`src/rtl/tdes_pkg.sv`:
```
package tdes_pkg;
  localparam int BLK_W  = 64;
  localparam int HALF_W = BLK_W / 2;
  localparam int CD_W   = 56;
  localparam int HCD_W  = CD_W / 2;
  localparam int SUB_W  = 48;
  localparam int ROUNDS = 16;
  localparam int PASSES = 3;
  localparam int RND_W  = $clog2(ROUNDS);
  localparam int PASS_W = $clog2(PASSES + 1);
  localparam int LATENCY = ROUNDS * PASSES + 2;

  typedef enum logic [1:0] {
    TM_EEE3 = 2'b00, TM_EDE3 = 2'b01, TM_EEE2 = 2'b10, TM_EDE2 = 2'b11
  } tmode_e;

  typedef enum logic [1:0] {SQ_IDLE, SQ_RUN, SQ_OUT} seq_st_e;

  localparam int P_TAB [32] = '{16,7,20,21,29,12,28,17,1,15,23,26,5,18,31,10,
                                2,8,24,14,32,27,3,9,19,13,30,6,22,11,4,25};
  localparam int PC1_TAB [56] = '{57,49,41,33,25,17,9,1,58,50,42,34,26,18,
                                  10,2,59,51,43,35,27,19,11,3,60,52,44,36,
                                  63,55,47,39,31,23,15,7,62,54,46,38,30,22,
                                  14,6,61,53,45,37,29,21,13,5,28,20,12,4};
  localparam int PC2_TAB [48] = '{14,17,11,24,1,5,3,28,15,6,21,10,
                                  23,19,12,4,26,8,16,7,27,20,13,2,
                                  41,52,31,37,47,55,30,40,51,45,33,48,
                                  44,49,39,56,34,53,46,42,50,36,29,32};
  // one 64-bit word per box row, column 0 in the top nibble
  localparam logic [63:0] SBOX_T [8][4] = '{
    '{64'hE4D12FB83A6C5907, 64'h0F74E2D1A6CB9538, 64'h41E8D62BFC973A50, 64'hFC8249175B3EA06D},
    '{64'hF18E6B34972DC05A, 64'h3D47F28EC01A69B5, 64'h0E7BA4D158C6932F, 64'hD8A13F42B67C05E9},
    '{64'hA09E63F51DC7B428, 64'hD709346A285ECBF1, 64'hD6498F30B12C5AE7, 64'h1AD069874FE3B52C},
    '{64'h7DE3069A1285BC4F, 64'hD8B56F03472C1AE9, 64'hA690CB7DF13E5284, 64'h3F06A1D8945BC72E},
    '{64'h2C417AB6853FD0E9, 64'hEB2C47D150FA3986, 64'h421BAD78F9C5630E, 64'hB8C71E2D6F09A453},
    '{64'hC1AF92680D34E75B, 64'hAF427C9561DE0B38, 64'h9EF528C3704A1DB6, 64'h432C95FABE17608D},
    '{64'h4B2EF08D3C975A61, 64'hD0B7491AE35C2F86, 64'h14BDC37EAF680592, 64'h6BD814A7950FE23C},
    '{64'hD2846FB1A93E50C7, 64'h1FD8A374C56B0E92, 64'h7B419CE206ADF358, 64'h21E74A8DFC90356B}};

  // source bit (1 = MSB) of initial-permutation output position j (0-based)
  function automatic int ip_src(input int j);
    int r, c;
    r = j / 8;
    c = j % 8;
    return ((r < 4) ? (58 + 2 * r) : (57 + 2 * (r - 4))) - 8 * c;
  endfunction

  function automatic logic [63:0] perm_ip(input logic [63:0] x);
    logic [63:0] y;
    y = '0;
    for (int j = 0; j < 64; j++) y[63-j] = x[64-ip_src(j)];
    return y;
  endfunction

  function automatic logic [63:0] perm_fp(input logic [63:0] x);
    logic [63:0] y;
    y = '0;
    for (int j = 0; j < 64; j++) y[64-ip_src(j)] = x[63-j];
    return y;
  endfunction

  function automatic logic [CD_W-1:0] perm_pc1(input logic [63:0] k);
    logic [CD_W-1:0] y;
    y = '0;
    for (int j = 0; j < CD_W; j++) y[CD_W-1-j] = k[64-PC1_TAB[j]];
    return y;
  endfunction

  function automatic logic [SUB_W-1:0] perm_pc2(input logic [CD_W-1:0] cd);
    logic [SUB_W-1:0] y;
    y = '0;
    for (int j = 0; j < SUB_W; j++) y[SUB_W-1-j] = cd[CD_W-PC2_TAB[j]];
    return y;
  endfunction

  function automatic logic [3:0] sbox_lu(input int i, input logic [5:0] v);
    logic [63:0] w;
    logic [3:0]  col;
    w   = SBOX_T[i][{v[5], v[0]}];
    col = v[4:1];
    return w[63-4*int'(col) -: 4];
  endfunction

  function automatic logic [HALF_W-1:0] round_f(input logic [HALF_W-1:0] r,
                                                input logic [SUB_W-1:0] k);
    logic [SUB_W-1:0]  e;
    logic [HALF_W-1:0] s, y;
    e = '0;
    for (int j = 0; j < SUB_W; j++) e[SUB_W-1-j] = r[HALF_W-1-(((j/6)*4 + j%6 + 31) % 32)];
    e = e ^ k;
    s = '0;
    for (int i = 0; i < 8; i++) s[31-4*i -: 4] = sbox_lu(i, e[47-6*i -: 6]);
    y = '0;
    for (int j = 0; j < HALF_W; j++) y[HALF_W-1-j] = s[HALF_W-P_TAB[j]];
    return y;
  endfunction

  function automatic logic [1:0] enc_shift(input logic [RND_W-1:0] r);
    return (r == 0 || r == 1 || r == 8 || r == RND_W'(ROUNDS - 1)) ? 2'd1 : 2'd2;
  endfunction

  // reverse schedule: no move before the first decrypt round
  function automatic logic [1:0] dec_shift(input logic [RND_W-1:0] r);
    return (r == 0) ? 2'd0 : enc_shift(RND_W'(0) - r);
  endfunction

  function automatic logic [HCD_W-1:0] rot_left(input logic [HCD_W-1:0] x, input logic [1:0] n);
    case (n)
      2'd1:    return {x[HCD_W-2:0], x[HCD_W-1]};
      2'd2:    return {x[HCD_W-3:0], x[HCD_W-1:HCD_W-2]};
      default: return x;
    endcase
  endfunction

  function automatic logic [HCD_W-1:0] rot_right(input logic [HCD_W-1:0] x, input logic [1:0] n);
    case (n)
      2'd1:    return {x[0], x[HCD_W-1:1]};
      2'd2:    return {x[1:0], x[HCD_W-1:2]};
      default: return x;
    endcase
  endfunction

  // direction of pass p: inverted in the middle for E-D-E modes
  function automatic logic pass_dec(input logic dir, input logic [1:0] md, input logic [PASS_W-1:0] p);
    return dir ^ (md[0] && p == PASS_W'(1));
  endfunction

  // key index for pass p: 0 = key_a, 1 = key_b, 2 = key_c
  function automatic logic [1:0] pass_key(input logic dir, input logic [1:0] md, input logic [PASS_W-1:0] p);
    logic [1:0] third;
    third = md[1] ? 2'd0 : 2'd2;
    if (p == PASS_W'(1)) return 2'd1;
    if (p == PASS_W'(0)) return dir ? third : 2'd0;
    return dir ? 2'd0 : third;
  endfunction
endpackage

```
`src/rtl/tdes_keysched.sv`:
```
module tdes_keysched
  import tdes_pkg::*;
(
  input  logic              clk,
  input  logic              rst,
  input  logic              load,
  input  logic [BLK_W-1:0]  key_in,
  input  logic              step,
  input  logic              dec,
  input  logic [RND_W-1:0]  rnd,
  output logic [SUB_W-1:0]  subkey
);
  logic [HCD_W-1:0] c_q, d_q, c_e, d_e;
  logic [1:0]       amt;

  always_comb begin
    amt = dec ? dec_shift(rnd) : enc_shift(rnd);
    c_e = dec ? rot_right(c_q, amt) : rot_left(c_q, amt);
    d_e = dec ? rot_right(d_q, amt) : rot_left(d_q, amt);
    subkey = perm_pc2({c_e, d_e});
  end

  always_ff @(posedge clk) begin
    if (rst) begin
      c_q <= '0;
      d_q <= '0;
    end else if (load) begin
      {c_q, d_q} <= perm_pc1(key_in);
    end else if (step) begin
      c_q <= c_e;
      d_q <= d_e;
    end
  end
endmodule

```
`src/rtl/tdes_round.sv`:
```
module tdes_round
  import tdes_pkg::*;
(
  input  logic [HALF_W-1:0] l_in,
  input  logic [HALF_W-1:0] r_in,
  input  logic [SUB_W-1:0]  subkey,
  output logic [HALF_W-1:0] l_out,
  output logic [HALF_W-1:0] r_out
);
  always_comb begin
    l_out = r_in;
    r_out = l_in ^ round_f(r_in, subkey);
  end
endmodule

```
`src/rtl/tdes_seq.sv`:
```
module tdes_seq
  import tdes_pkg::*;
(
  input  logic             clk,
  input  logic             rst,
  input  logic             start,
  input  logic             dir_in,
  input  logic [1:0]       mode_in,
  output logic             accept,
  output logic             busy,
  output logic             load,
  output logic             step,
  output logic             last_rnd,
  output logic             fire,
  output logic             dec,
  output logic [1:0]       key_sel,
  output logic [RND_W-1:0] rnd
);
  localparam logic [RND_W-1:0]  RND_LAST  = RND_W'(ROUNDS - 1);
  localparam logic [PASS_W-1:0] PASS_LAST = PASS_W'(PASSES - 1);

  seq_st_e           st_q;
  logic [PASS_W-1:0] pass_q;
  logic [RND_W-1:0]  rnd_q;
  logic [1:0]        mode_q;
  logic              dir_q, dec_q;

  always_comb begin
    busy     = (st_q != SQ_IDLE);
    accept   = start && !busy;
    step     = (st_q == SQ_RUN);
    last_rnd = step && (rnd_q == RND_LAST);
    fire     = (st_q == SQ_OUT);
    load     = accept || (last_rnd && pass_q != PASS_LAST);
    key_sel  = accept ? pass_key(dir_in, mode_in, '0)
                      : pass_key(dir_q, mode_q, pass_q + PASS_W'(1));
    dec      = dec_q;
    rnd      = rnd_q;
  end

  always_ff @(posedge clk) begin
    if (rst) begin
      st_q   <= SQ_IDLE;
      pass_q <= '0;
      rnd_q  <= '0;
      mode_q <= '0;
      dir_q  <= 1'b0;
      dec_q  <= 1'b0;
    end else begin
      case (st_q)
        SQ_IDLE: if (accept) begin
          dir_q  <= dir_in;
          mode_q <= mode_in;
          pass_q <= '0;
          rnd_q  <= '0;
          dec_q  <= pass_dec(dir_in, mode_in, '0);
          st_q   <= SQ_RUN;
        end
        SQ_RUN: begin
          rnd_q <= last_rnd ? '0 : rnd_q + RND_W'(1);
          if (last_rnd) begin
            if (pass_q == PASS_LAST) st_q <= SQ_OUT;
            else begin
              pass_q <= pass_q + PASS_W'(1);
              dec_q  <= pass_dec(dir_q, mode_q, pass_q + PASS_W'(1));
            end
          end
        end
        default: st_q <= SQ_IDLE;
      endcase
    end
  end
endmodule

```
`src/rtl/tdes_engine.sv`:
```
module tdes_engine
  import tdes_pkg::*;
(
  input  logic             clk,
  input  logic             rst,
  input  logic             start,
  input  logic             decrypt,
  input  logic [1:0]       mode,
  input  logic [BLK_W-1:0] key_a,
  input  logic [BLK_W-1:0] key_b,
  input  logic [BLK_W-1:0] key_c,
  input  logic [BLK_W-1:0] din,
  output logic [BLK_W-1:0] dout,
  output logic             done
);
  logic              acc, busy, load, step, last_rnd, fire, dec;
  logic [1:0]        key_sel;
  logic [RND_W-1:0]  rnd;
  logic [BLK_W-1:0]  kq_a, kq_b, kq_c, ks_key;
  logic [HALF_W-1:0] l_q, r_q, l_n, r_n;
  logic [SUB_W-1:0]  subkey;

  tdes_seq u_seq (
    .clk(clk), .rst(rst), .start(start), .dir_in(decrypt), .mode_in(mode),
    .accept(acc), .busy(busy), .load(load), .step(step), .last_rnd(last_rnd),
    .fire(fire), .dec(dec), .key_sel(key_sel), .rnd(rnd)
  );

  // on the accepting edge the key comes straight from the pins
  always_comb begin
    case (key_sel)
      2'd0:    ks_key = acc ? key_a : kq_a;
      2'd1:    ks_key = acc ? key_b : kq_b;
      default: ks_key = acc ? key_c : kq_c;
    endcase
  end

  tdes_keysched u_ks (
    .clk(clk), .rst(rst), .load(load), .key_in(ks_key), .step(step),
    .dec(dec), .rnd(rnd), .subkey(subkey)
  );

  tdes_round u_rnd (
    .l_in(l_q), .r_in(r_q), .subkey(subkey), .l_out(l_n), .r_out(r_n)
  );

  always_ff @(posedge clk) begin
    if (rst) begin
      kq_a <= '0;
      kq_b <= '0;
      kq_c <= '0;
      l_q  <= '0;
      r_q  <= '0;
      dout <= '0;
      done <= 1'b0;
    end else begin
      done <= fire;
      if (acc) begin
        kq_a <= key_a;
        kq_b <= key_b;
        kq_c <= key_c;
        {l_q, r_q} <= perm_ip(din);
      end else if (step) begin
        // after round 16 the halves swap; the next pass's initial
        // permutation undoes this pass's final one, so both are skipped
        if (last_rnd) {l_q, r_q} <= {r_n, l_n};
        else          {l_q, r_q} <= {l_n, r_n};
      end
      if (fire) dout <= perm_fp({l_q, r_q});
    end
  end
endmodule

```
`config.mk`:
```
export PLATFORM = sky130hd
export DESIGN_NAME = tdes_engine
export DESIGN_NICKNAME = d
export VERILOG_FILES = /design/src/rtl/tdes_pkg.sv /design/src/rtl/tdes_keysched.sv /design/src/rtl/tdes_round.sv /design/src/rtl/tdes_seq.sv /design/src/rtl/tdes_engine.sv
export SDC_FILE = /design/constraint.sdc
export NUM_CORES = 1
export LEC_CHECK = 0
export ABC_CLOCK_PERIOD_IN_PS = 6300
export BUFFER_PORTS_ARGS = -buffer_cell sky130_fd_sc_hd__buf_2
export CORE_UTILIZATION = 25
export CTS_CLUSTER_DIAMETER = 100
export CTS_CLUSTER_SIZE = 40
export DETAILED_ROUTE_END_ITERATION = 8
export GPL_ROUTABILITY_DRIVEN = 0
export PLACE_DENSITY = 0.44
export SKIP_LAST_GASP = 1
export SYNTH_ARGS = -nofsm -noshare
export SYNTH_HDL_FRONTEND = slang
export SYNTH_SLANG_ARGS = --single-unit
```
`constraint.sdc`:
```
create_clock -name clk -period 6.3 [get_ports clk]
set_clock_uncertainty 0.2 [all_clocks]
set_input_delay 0.63 -clock clk [delete_from_list [all_inputs] [get_ports clk]]
set_output_delay 0.63 -clock clk [all_outputs]
set_load 0.05 [all_outputs]
```
-- Word-level counts from Yosys, hierarchy flattened
Cells that the tools add are included.
Widths: inputs -> output; s select.
- output and inout port bits: 65
- bits in registers: 389
- bits of input ports: 262
- word-level logic and storage cells: 178
- order comparisons: 8
- shift operators: 8
- bitwise logic cells: 11
- reduce and logical (&&, ||, !) cells: 28
- muxes and demuxes: 76
- equal/unequal tests: 19
- $add $sub $neg: 11
- operators by type and width (kind ; number):
    $mux 64 ; 19
    $bmux 64 s2 ; 8
    $shiftx 67x32->4 ; 8
    $pmux 28 s2 ; 4
    $mux 32 ; 6
    $mux 28 ; 6
    $pmux 64 s2 ; 1
    $sub 6x6->7 const A ; 8
    $xor 48x48->48 ; 1
    $mux 2 ; 20
    $xor 32x32->32 ; 1
    $ge 3x3->1 const B ; 8
    $not 2->3 ; 8
    $eq 4x4->1 const B ; 4
    $eq 2x1->1 const B ; 4
    $eq 4x1->1 const B ; 2
    $logic_not 4->1 ; 2
    $mux 4 ; 2
    $ne 2x2->1 const B ; 4
    $pmux 2 s2 ; 2
    $pmux 4 s2 ; 1
    $reduce_and 2->1 ; 4
    $reduce_bool 2->1 ; 4
    $logic_or 1x1->1 ; 7
    14 further kinds ; 27

-- Logic depth before layout (Yosys ltp)
Gate-level depths: netlist of run 1.
- depth after elaboration: 21
- depth in mapped cells: 22
- mapped depth without buffers: 18

-- Hierarchy
A second synthesis of run 1 with hierarchy kept.
- cells, all modules: 2775
- area, all modules: 24572.3 um^2
- by module, submodules not included (module ; cells an instance ; instances ; area each (um^2)):
    tdes_engine ; 1404 ; 1 ; 13492.9
    tdes_round ; 751 ; 1 ; 5884.4
    tdes_keysched ; 544 ; 1 ; 4574.4
    tdes_seq ; 76 ; 1 ; 620.6

-- Worst setup path after synthesis of run 1
No wires, ideal clock.
- kind: flip-flop to flip-flop
- start: register u_seq.rnd_q[0], in the netlist u_seq.rnd[0]
- end: register r_q[2]
- path slack: 1.325 ns
- library setup time: 0.122 ns
- arrival time: 4.653 ns
- stages on the path, launching flop included: 20
- cells stage by stage: dfxtp_1 > inv_1 > ha_1 > nor2b_1 > or4b_1 > buf_4 > a32oi_4 > buf_4 > buf_4 > a221oi_1 > a311oi_2 > xor2_1 > ha_1 > clkbuf_1 > inv_1 > mux4_2 > nand2b_1 > o311a_1 > a311o_1 > a221o_1
- longest elaborated chain between the ends: 21
- ends and longest elaborated chain (what ; line ; RTL):
    start: declaration ; tdes_seq.sv:24 ; logic [RND_W-1:0] rnd_q;
    start signal: assignment ; tdes_seq.sv:60 ; rnd_q <= last_rnd ? '0 : rnd_q + RND_W'(1);
    branches (longest 21 deep; another with $sub 1x4->4) ; n/a ;
    end signal: assignment ; tdes_engine.sv:62 ; {l_q, r_q} <= perm_ip(din);
    end signal: assignment ; tdes_engine.sv:66 ; if (last_rnd) {l_q, r_q} <= {r_n, l_n};
    end signal: assignment ; tdes_engine.sv:67 ; else {l_q, r_q} <= {l_n, r_n};
    end: declaration ; tdes_engine.sv:20 ; logic [HALF_W-1:0] l_q, r_q, l_n, r_n;
Parallel ways; which one is timed is not known. The select of a mux whose other input is x is not followed.
A chain may end at the register's enable or synchronous reset.

-- Final worst setup path of run 1
- start: register u_seq.rnd_q[1], in the netlist u_seq.rnd[1]
- end: register r_q[3]
- longest elaborated chain between the ends: 21
- ends and longest elaborated chain (what):
    branches (longest 21 deep; another with $sub 1x4->4)
Parallel ways; which one is timed is not known. The select of a mux whose other input is x is not followed.

==> summary.txt, run 1 <==
SYNTHESIS
---------------------------------------------------------------------------------
Post-synth design cell area ........................................   25260 um^2
Most common flop cell mapped by yosys ..............................      dfxtp_1
Number of distinct library cells after synthesis ...................          113
Top cell type by total area after synthesis ........................      dfxtp_1
Portion of the post-synthesis area used by sequential elements .....       28.93%
Asr flop ratio synth ...............................................           0%
Number of instances in the synthesized netlist .....................         3455
Synth warn .........................................................            0
Top post-synthesis cells by area ................................... dfxtp_1 29%, nand2_1 12%, a21oi_1 8.1%
Post-synthesis sequential element count ............................          365
Mean instance size in the synthesized netlist ......................   7.311 um^2
Post-synthesis net count ...........................................         3788
Yosys top cell area share ..........................................       28.93%
Number of flops mapped to enable cells by yosys ....................            0

CRITICAL PATH
---------------------------------------------------------------------------------
Path type of the worst setup path .................................. register to register
Crit-path max FO ...................................................           18
Endpoint required time on the critical path ........................      6.65 ns
Kind of capture point of the worst setup path ......................     register
Data arrival, critical path ........................................      6.20 ns
Element type at the critical path start ............................     register

ROUTE
---------------------------------------------------------------------------------
Via/cell ratio .....................................................        5.510
Wire per inst ......................................................     23.41 um
Number of optimization iterations in the first detailed-route pass .            6
Count of vias placed by the detailed router ........................        27214
Final routed wirelength across all metal layers ....................    115600 um
DRC marker count from the first detailed-route iteration ...........         2652
Post-DRT Antenna Nets ..............................................            0
Drt drc ............................................................            0

DIE
---------------------------------------------------------------------------------
Core area ..........................................................  100100 um^2
# IOs ..............................................................          327
Die H ..............................................................     319.9 um
Chip Width .........................................................     319.9 um
Die Footprint ......................................................  102300 um^2
Starting utilization of the core area ..............................       25.22%
Number of rows created at floorplan ................................          116

STA
---------------------------------------------------------------------------------
Actual transition at the worst max-transition pin ..................     1.296 ns
Maximum frequency from static timing analysis ......................    170.8 MHz
Max-Slew Margin vs Limit ...........................................       13.00%
Final number of max-transition violations ..........................            0
Fraction of the cycle the final worst path needs ...................       92.96%
Final min period ...................................................     5.856 ns
Final count of hold timing violations ..............................            0
Worst hold slack ...................................................   0.02999 ns
Unrepaired setup endpoints after global routing ....................           no
Fin Setup TNS ......................................................         0 ns
Worst-case setup margin in the final layout ........................    0.4436 ns
Number of setup violations in the final report .....................            0

GLOBAL ROUTING
---------------------------------------------------------------------------------
First-pass GRT wire length .........................................    171700 um
Via count of the first global-routing pass .........................        25308
Total global-route track usage .....................................       21.71%
Largest net degree at the start of global routing ..................          182
Overflow left after global routing .................................            0
Number of antenna violations at the first check in global routing ..           16

POWER AND IR DROP
---------------------------------------------------------------------------------
Post-layout total power ............................................     10.44 mW
Leakage power ......................................................     11.04 nW
Peak supply drop ...................................................     220.3 uV
Power density normalized to cell area .............................. 355.9 nW/um^2

CLOCKING
---------------------------------------------------------------------------------
Clock transition at the registers of the reported paths ............      0.13 ns
Number of buffers created by CTS ...................................           23
H-tree depth .......................................................            1
Insertion delay to the later sink of the worst-skew pair ...........      0.65 ns
Sink Count .........................................................          365
CTS tree ...........................................................         done
Cell chosen for the clock root .....................................    clkbuf_16
Cells resized by post-CTS repair ...................................            0
Deepest clock path buffer count ....................................            3

LAYOUT
---------------------------------------------------------------------------------
Area Growth Syn to Fin .............................................       16.11%
Most common library cell in the layout ignoring fill and taps ......      nand2_1
Core Util, Final ...................................................       29.29%
Number of cells in the finished layout apart from fillers ..........         4939
Fraction of layout instances using a drive strength above 1 ........       16.36%
Final instance area ................................................   29330 um^2
# nets final .......................................................         3954
Commonest cells after routing, fill and taps aside ................. 827 x nand2_1, 409 x a21oi_1, 364 x dfxtp_1

STATUS
---------------------------------------------------------------------------------
Run status ......................................................... finished clean

PLACE
---------------------------------------------------------------------------------
Pre-CTS setup slack ................................................    0.5555 ns
Total cell area at the placement stage .............................   28240 um^2
HPWL after DPL .....................................................     84440 um
Total of buffers placed on input and output ports ..................          302
Placed insts .......................................................         4874

RUN
---------------------------------------------------------------------------------
Maximum capacitance violations .....................................            0

MIN PATH
---------------------------------------------------------------------------------
Kind of path behind the tightest hold check ........................ input port to register

[report_power, final]
part,switching (mW),total (mW),internal [mW]
Combinational,3.39,5.65,2.26
Sequential,0.398,2.89,2.49
Clock,1.12,1.89,0.778
[cell families after synthesis]
family | synth area share, %
fa+ha+maj | 3.517
buf+inv | 6.122
mux | 5.270
simple gates | 23.61
xor+xnor | 3.566
flops | 28.93
compound gates | 28.99
[cells in the mapped netlist, types with 12 or more instances]
cell type	count
a211oi_1	91
a21oi_1	409
a221o_1	12
a221oi_1	25
a222oi_1	19
a22oi_1	31
a311oi_1	40
a31oi_1	55
and3_1	19
buf_1	30
buf_2	36
clkbuf_1	222
dfxtp_1	365
ha_1	71
inv_1	77
mux2_2	12
mux2i_1	64
mux4_2	23
nand2_1	828
nand3_1	69
nand4_1	22
nor2_1	216
nor3_1	107
nor4_1	20
o211ai_1	46
o21a_1	12
o21ai_0	79
o221ai_1	26
o22ai_1	35
o31ai_1	13
or3_1	24
or4_1	12
xnor2_1	39
xor2_1	25
[routing by layer]
| metal | part of all wire, % | wire (um) | vias to the layer above | track usage [%] |
|---|---|---|---|---|
| met3 | 7.3 | 8485 | 204 | 4.369 |
| met1 | 45 | 51590 | 13068 | 29.64 |
| li1 | - | - | 12879 | - |
| met4 | 3.8 | 4355 | 28 | 7.220 |
| met2 | 44 | 51000 | 1035 | 33.88 |
| met5 | 0.15 | 178 | - | 0 |
[worst paths after layout]
| path | from | endpoint | slack [ns] | depth (start not counted) |
|---|---|---|---|---|
| max reg2reg | u_seq.rnd[1] | r_q[3] | 0.44 | 16 |
| max | u_seq.rnd[1] | r_q[3] | 0.44 | 16 |
| min | key_a[50] | kq_a[50] | 0.03 | 3 |
| min reg2reg | dout[14] | dout[14] | 0.26 | 2 |
[registers in the layout, indices dropped and copies added, names as in the netlist, 4 cells and up]
name and cells:
kq_a 56, kq_c 56, r_q 32, u_ks.d_q 28
dout 64, u_seq.rnd 4, u_ks.c_q 28, kq_b 56
l_q 32
[cell type report]
type,count,area [um^2]
fill,11047,70820
multi-input combinational,2708,16520
sequential,365,7308
timing repair buffer,443,2685
tap,1298,1624
clock buffer,23,575.6
clock inverter,19,312.8
inverter,80,300.3
antenna,3,7.507
[critical path, cell delays in order, from the launching register on]
cell      delay (ns)
dfxtp_1         0.39
inv_1           0.13
ha_1            0.34
nor2b_1         0.14
or4b_1          0.76
a32oi_4         0.49
buf_4           0.37
nand3_1         0.15
a221oi_2        0.38
buf_4           0.21
xor2_1          0.40
ha_1            0.43
mux4_2          0.51
a211oi_2        0.29
nor3_2          0.11
or4_1           0.40
o211ai_1        0.09
[what timing repair did]
item | in CTS | in global routing
buffers inserted | 0 | 1
endpoints found under the setup margin | 0 | 2
endpoints found under the hold margin | 18 | 0
hold buffers | 18 | 0
(Power assumes the default switching activity.)
==> inputs of run 2 (changes only) <==
SYNTH_HIERARCHICAL = 1   (was unset)
==> summary.txt, run 2 <==
STA
----------------------------------------------------------------------------------
Max-Slew Margin vs Limit ............................................       22.67%
Fin Setup TNS .......................................................         0 ns
Final count of hold timing violations ...............................            0
Number of setup violations in the final report ......................            0
Final number of max-transition violations ...........................            0
Unrepaired setup endpoints after global routing .....................           no
Actual transition at the worst max-transition pin ...................     1.157 ns
Worst-case setup margin in the final layout .........................    0.6812 ns
Final min period ....................................................     5.619 ns
Worst hold slack ....................................................   0.03253 ns
Maximum frequency from static timing analysis .......................    178.0 MHz
Fraction of the cycle the final worst path needs ....................       89.19%

LAYOUT
----------------------------------------------------------------------------------
Core Util, Final ....................................................       31.01%
Fraction of layout instances using a drive strength above 1 .........       20.37%
Commonest cells after routing, fill and taps aside .................. 388 x nor2_1, 364 x dfxtp_1, 357 x mux2i_1
Flip-flop count of the largest register, all copies and words added .           64
Area Growth Syn to Fin ..............................................       22.59%
Register name with the most flops ...................................         dout
# nets final ........................................................         3369
Most common library cell in the layout ignoring fill and taps .......       nor2_1

MIN PATH
----------------------------------------------------------------------------------
Kind of path behind the tightest hold check ......................... input port to register

GLOBAL ROUTING
----------------------------------------------------------------------------------
Total global-route track usage ......................................       17.31%
First-pass GRT wire length ..........................................    128100 um
Largest net degree at the start of global routing ...................           99
Via count of the first global-routing pass ..........................        20102
Overflow left after global routing ..................................            0
Number of antenna violations at the first check in global routing ...            9

DIE
----------------------------------------------------------------------------------
# IOs ...............................................................          327
Number of rows created at floorplan .................................          112
Chip Width ..........................................................     309.5 um
Die Footprint .......................................................   95820 um^2
Starting utilization of the core area ...............................       25.30%
Die H ...............................................................     309.5 um
Core area ...........................................................   93470 um^2

ROUTE
----------------------------------------------------------------------------------
Via/cell ratio ......................................................        4.931
Wire per inst .......................................................     19.96 um
Final routed wirelength across all metal layers .....................     86090 um
Number of optimization iterations in the first detailed-route pass ..            5
DRC marker count from the first detailed-route iteration ............         1481
Count of vias placed by the detailed router .........................        21266
Drt drc .............................................................            0
Post-DRT Antenna Nets ...............................................            0

SYNTHESIS
----------------------------------------------------------------------------------
Synth warn ..........................................................            6
Mean instance size in the synthesized netlist .......................   8.803 um^2
Post-synthesis net count ............................................         3015
Number of instances in the synthesized netlist ......................         2686
Post-synth design cell area .........................................   23650 um^2

CLOCKING
----------------------------------------------------------------------------------
# Post-CTS Setup Buffers ............................................            0
H-tree depth ........................................................            1
Number of buffers created by CTS ....................................           24
Insertion delay to the later sink of the worst-skew pair ............      0.66 ns
CTS tree ............................................................         done
Deepest clock path buffer count .....................................            3
Clock transition at the registers of the reported paths .............      0.14 ns
Cell chosen for the clock root ......................................    clkbuf_16
Sink Count ..........................................................          365

CRITICAL PATH
----------------------------------------------------------------------------------
Kind of capture point of the worst setup path .......................     register
Crit-path max FO ....................................................           19
Data arrival, critical path .........................................      5.93 ns
Element type at the critical path start .............................     register
Path type of the worst setup path ................................... register to register
Endpoint required time on the critical path .........................      6.61 ns

PLACE
----------------------------------------------------------------------------------
HPWL after DPL ......................................................     62700 um
Total of buffers placed on input and output ports ...................          302
Pre-CTS setup slack .................................................    0.7673 ns

POWER AND IR DROP
----------------------------------------------------------------------------------
Peak supply drop ....................................................     259.8 uV
Power density normalized to cell area ............................... 289.8 nW/um^2
Switching fraction of total power ...................................       40.11%
Clock network fraction of total power ...............................        24.5%
Proportion of power drawn by flip-flops and latches .................        31.4%
Leakage power .......................................................     12.26 nW
Proportion of power drawn by combinational gates ....................        44.2%
Int Power ...........................................................     5.032 mW
Net switching power of the design ...................................     3.369 mW

STATUS
----------------------------------------------------------------------------------
Run status .......................................................... finished clean

RUN
----------------------------------------------------------------------------------
Maximum capacitance violations ......................................            0

## run 2: critical path, cell delays in order (launching register included)
cell and delay [ns]:
dfxtp_1 0.70, or4b_1 0.70, o311ai_4 0.39, buf_4 0.31, a22oi_1 0.09, o221ai_1 0.29
xor2_1 0.27, buf_12 0.17, ha_1 0.28, mux4_2 0.48, nor2_1 0.10, a211oi_1 0.06
a311oi_1 0.44, buf_4 0.25, xor2_1 0.20, mux2i_1 0.10, a211o_1 0.31, a21oi_1 0.13
## run 2: stage by stage
| step | area [um^2] | std cells | total power [mW] |
|---|---|---|---|
| 3_3_place_gp | 26960 | 4173 | 6.369 |
| 3_5_place_dp | 26960 | 4173 | 6.361 |
| 5_1_grt | 28990 | 4313 | 8.916 |
| 2_1_floorplan | 23650 | 2686 | 5.022 |
| 6_report | 28990 | 4313 | 8.402 |
| 4_1_cts | 28990 | 4312 | 8.499 |
## run 2: power by group through the flow
stage	combinational [mW]	sequential [mW]	clock [mW]
final	3.71	2.64	2.06
after global routing	4.05	2.66	2.21
after CTS	3.73	2.63	2.13
after detailed placement	3.67	2.69	0
after global placement	3.68	2.69	0
after floorplan	2.42	2.60	0
## run 2: worst paths after layout
check             depth (start not counted)  slack (ns)         endpoint            start
hold reg to reg                           2        0.27  u_seq/mode_q[0]  u_seq/mode_q[0]
setup reg to reg                         17        0.68           r_q[9]     u_seq/rnd[3]
hold / removal                            3        0.03           r_q[0]          din[57]
setup / recovery                         17        0.68           r_q[9]     u_seq/rnd[3]
## run 2: layout make-up
cell class	count	area (um^2)
Fill cell	9962	64480
Multi-Input combinational cell	2016	14820
Sequential cell	365	7308
Timing Repair Buffer	582	4011
Tap cell	1254	1569
Clock buffer	24	600.6
Clock inverter	20	478.0
Inverter	51	201.4
Antenna cell	1	2.502
## run 2: repair_timing
action | 4_1_cts | 5_1_grt
endpoints found under the hold margin | 95 | 0
gates resized for setup | 0 | 0
hold buffers | 95 | 0
## run 2: per-layer routing
metal	track usage [%]	vias up	part of all wire (%)
met1	24.00	10183	47
met3	3.600	96	6.1
li1	-	10428	-
met5	0	-	0.10
met4	5.434	14	3.4
met2	26.64	545	44
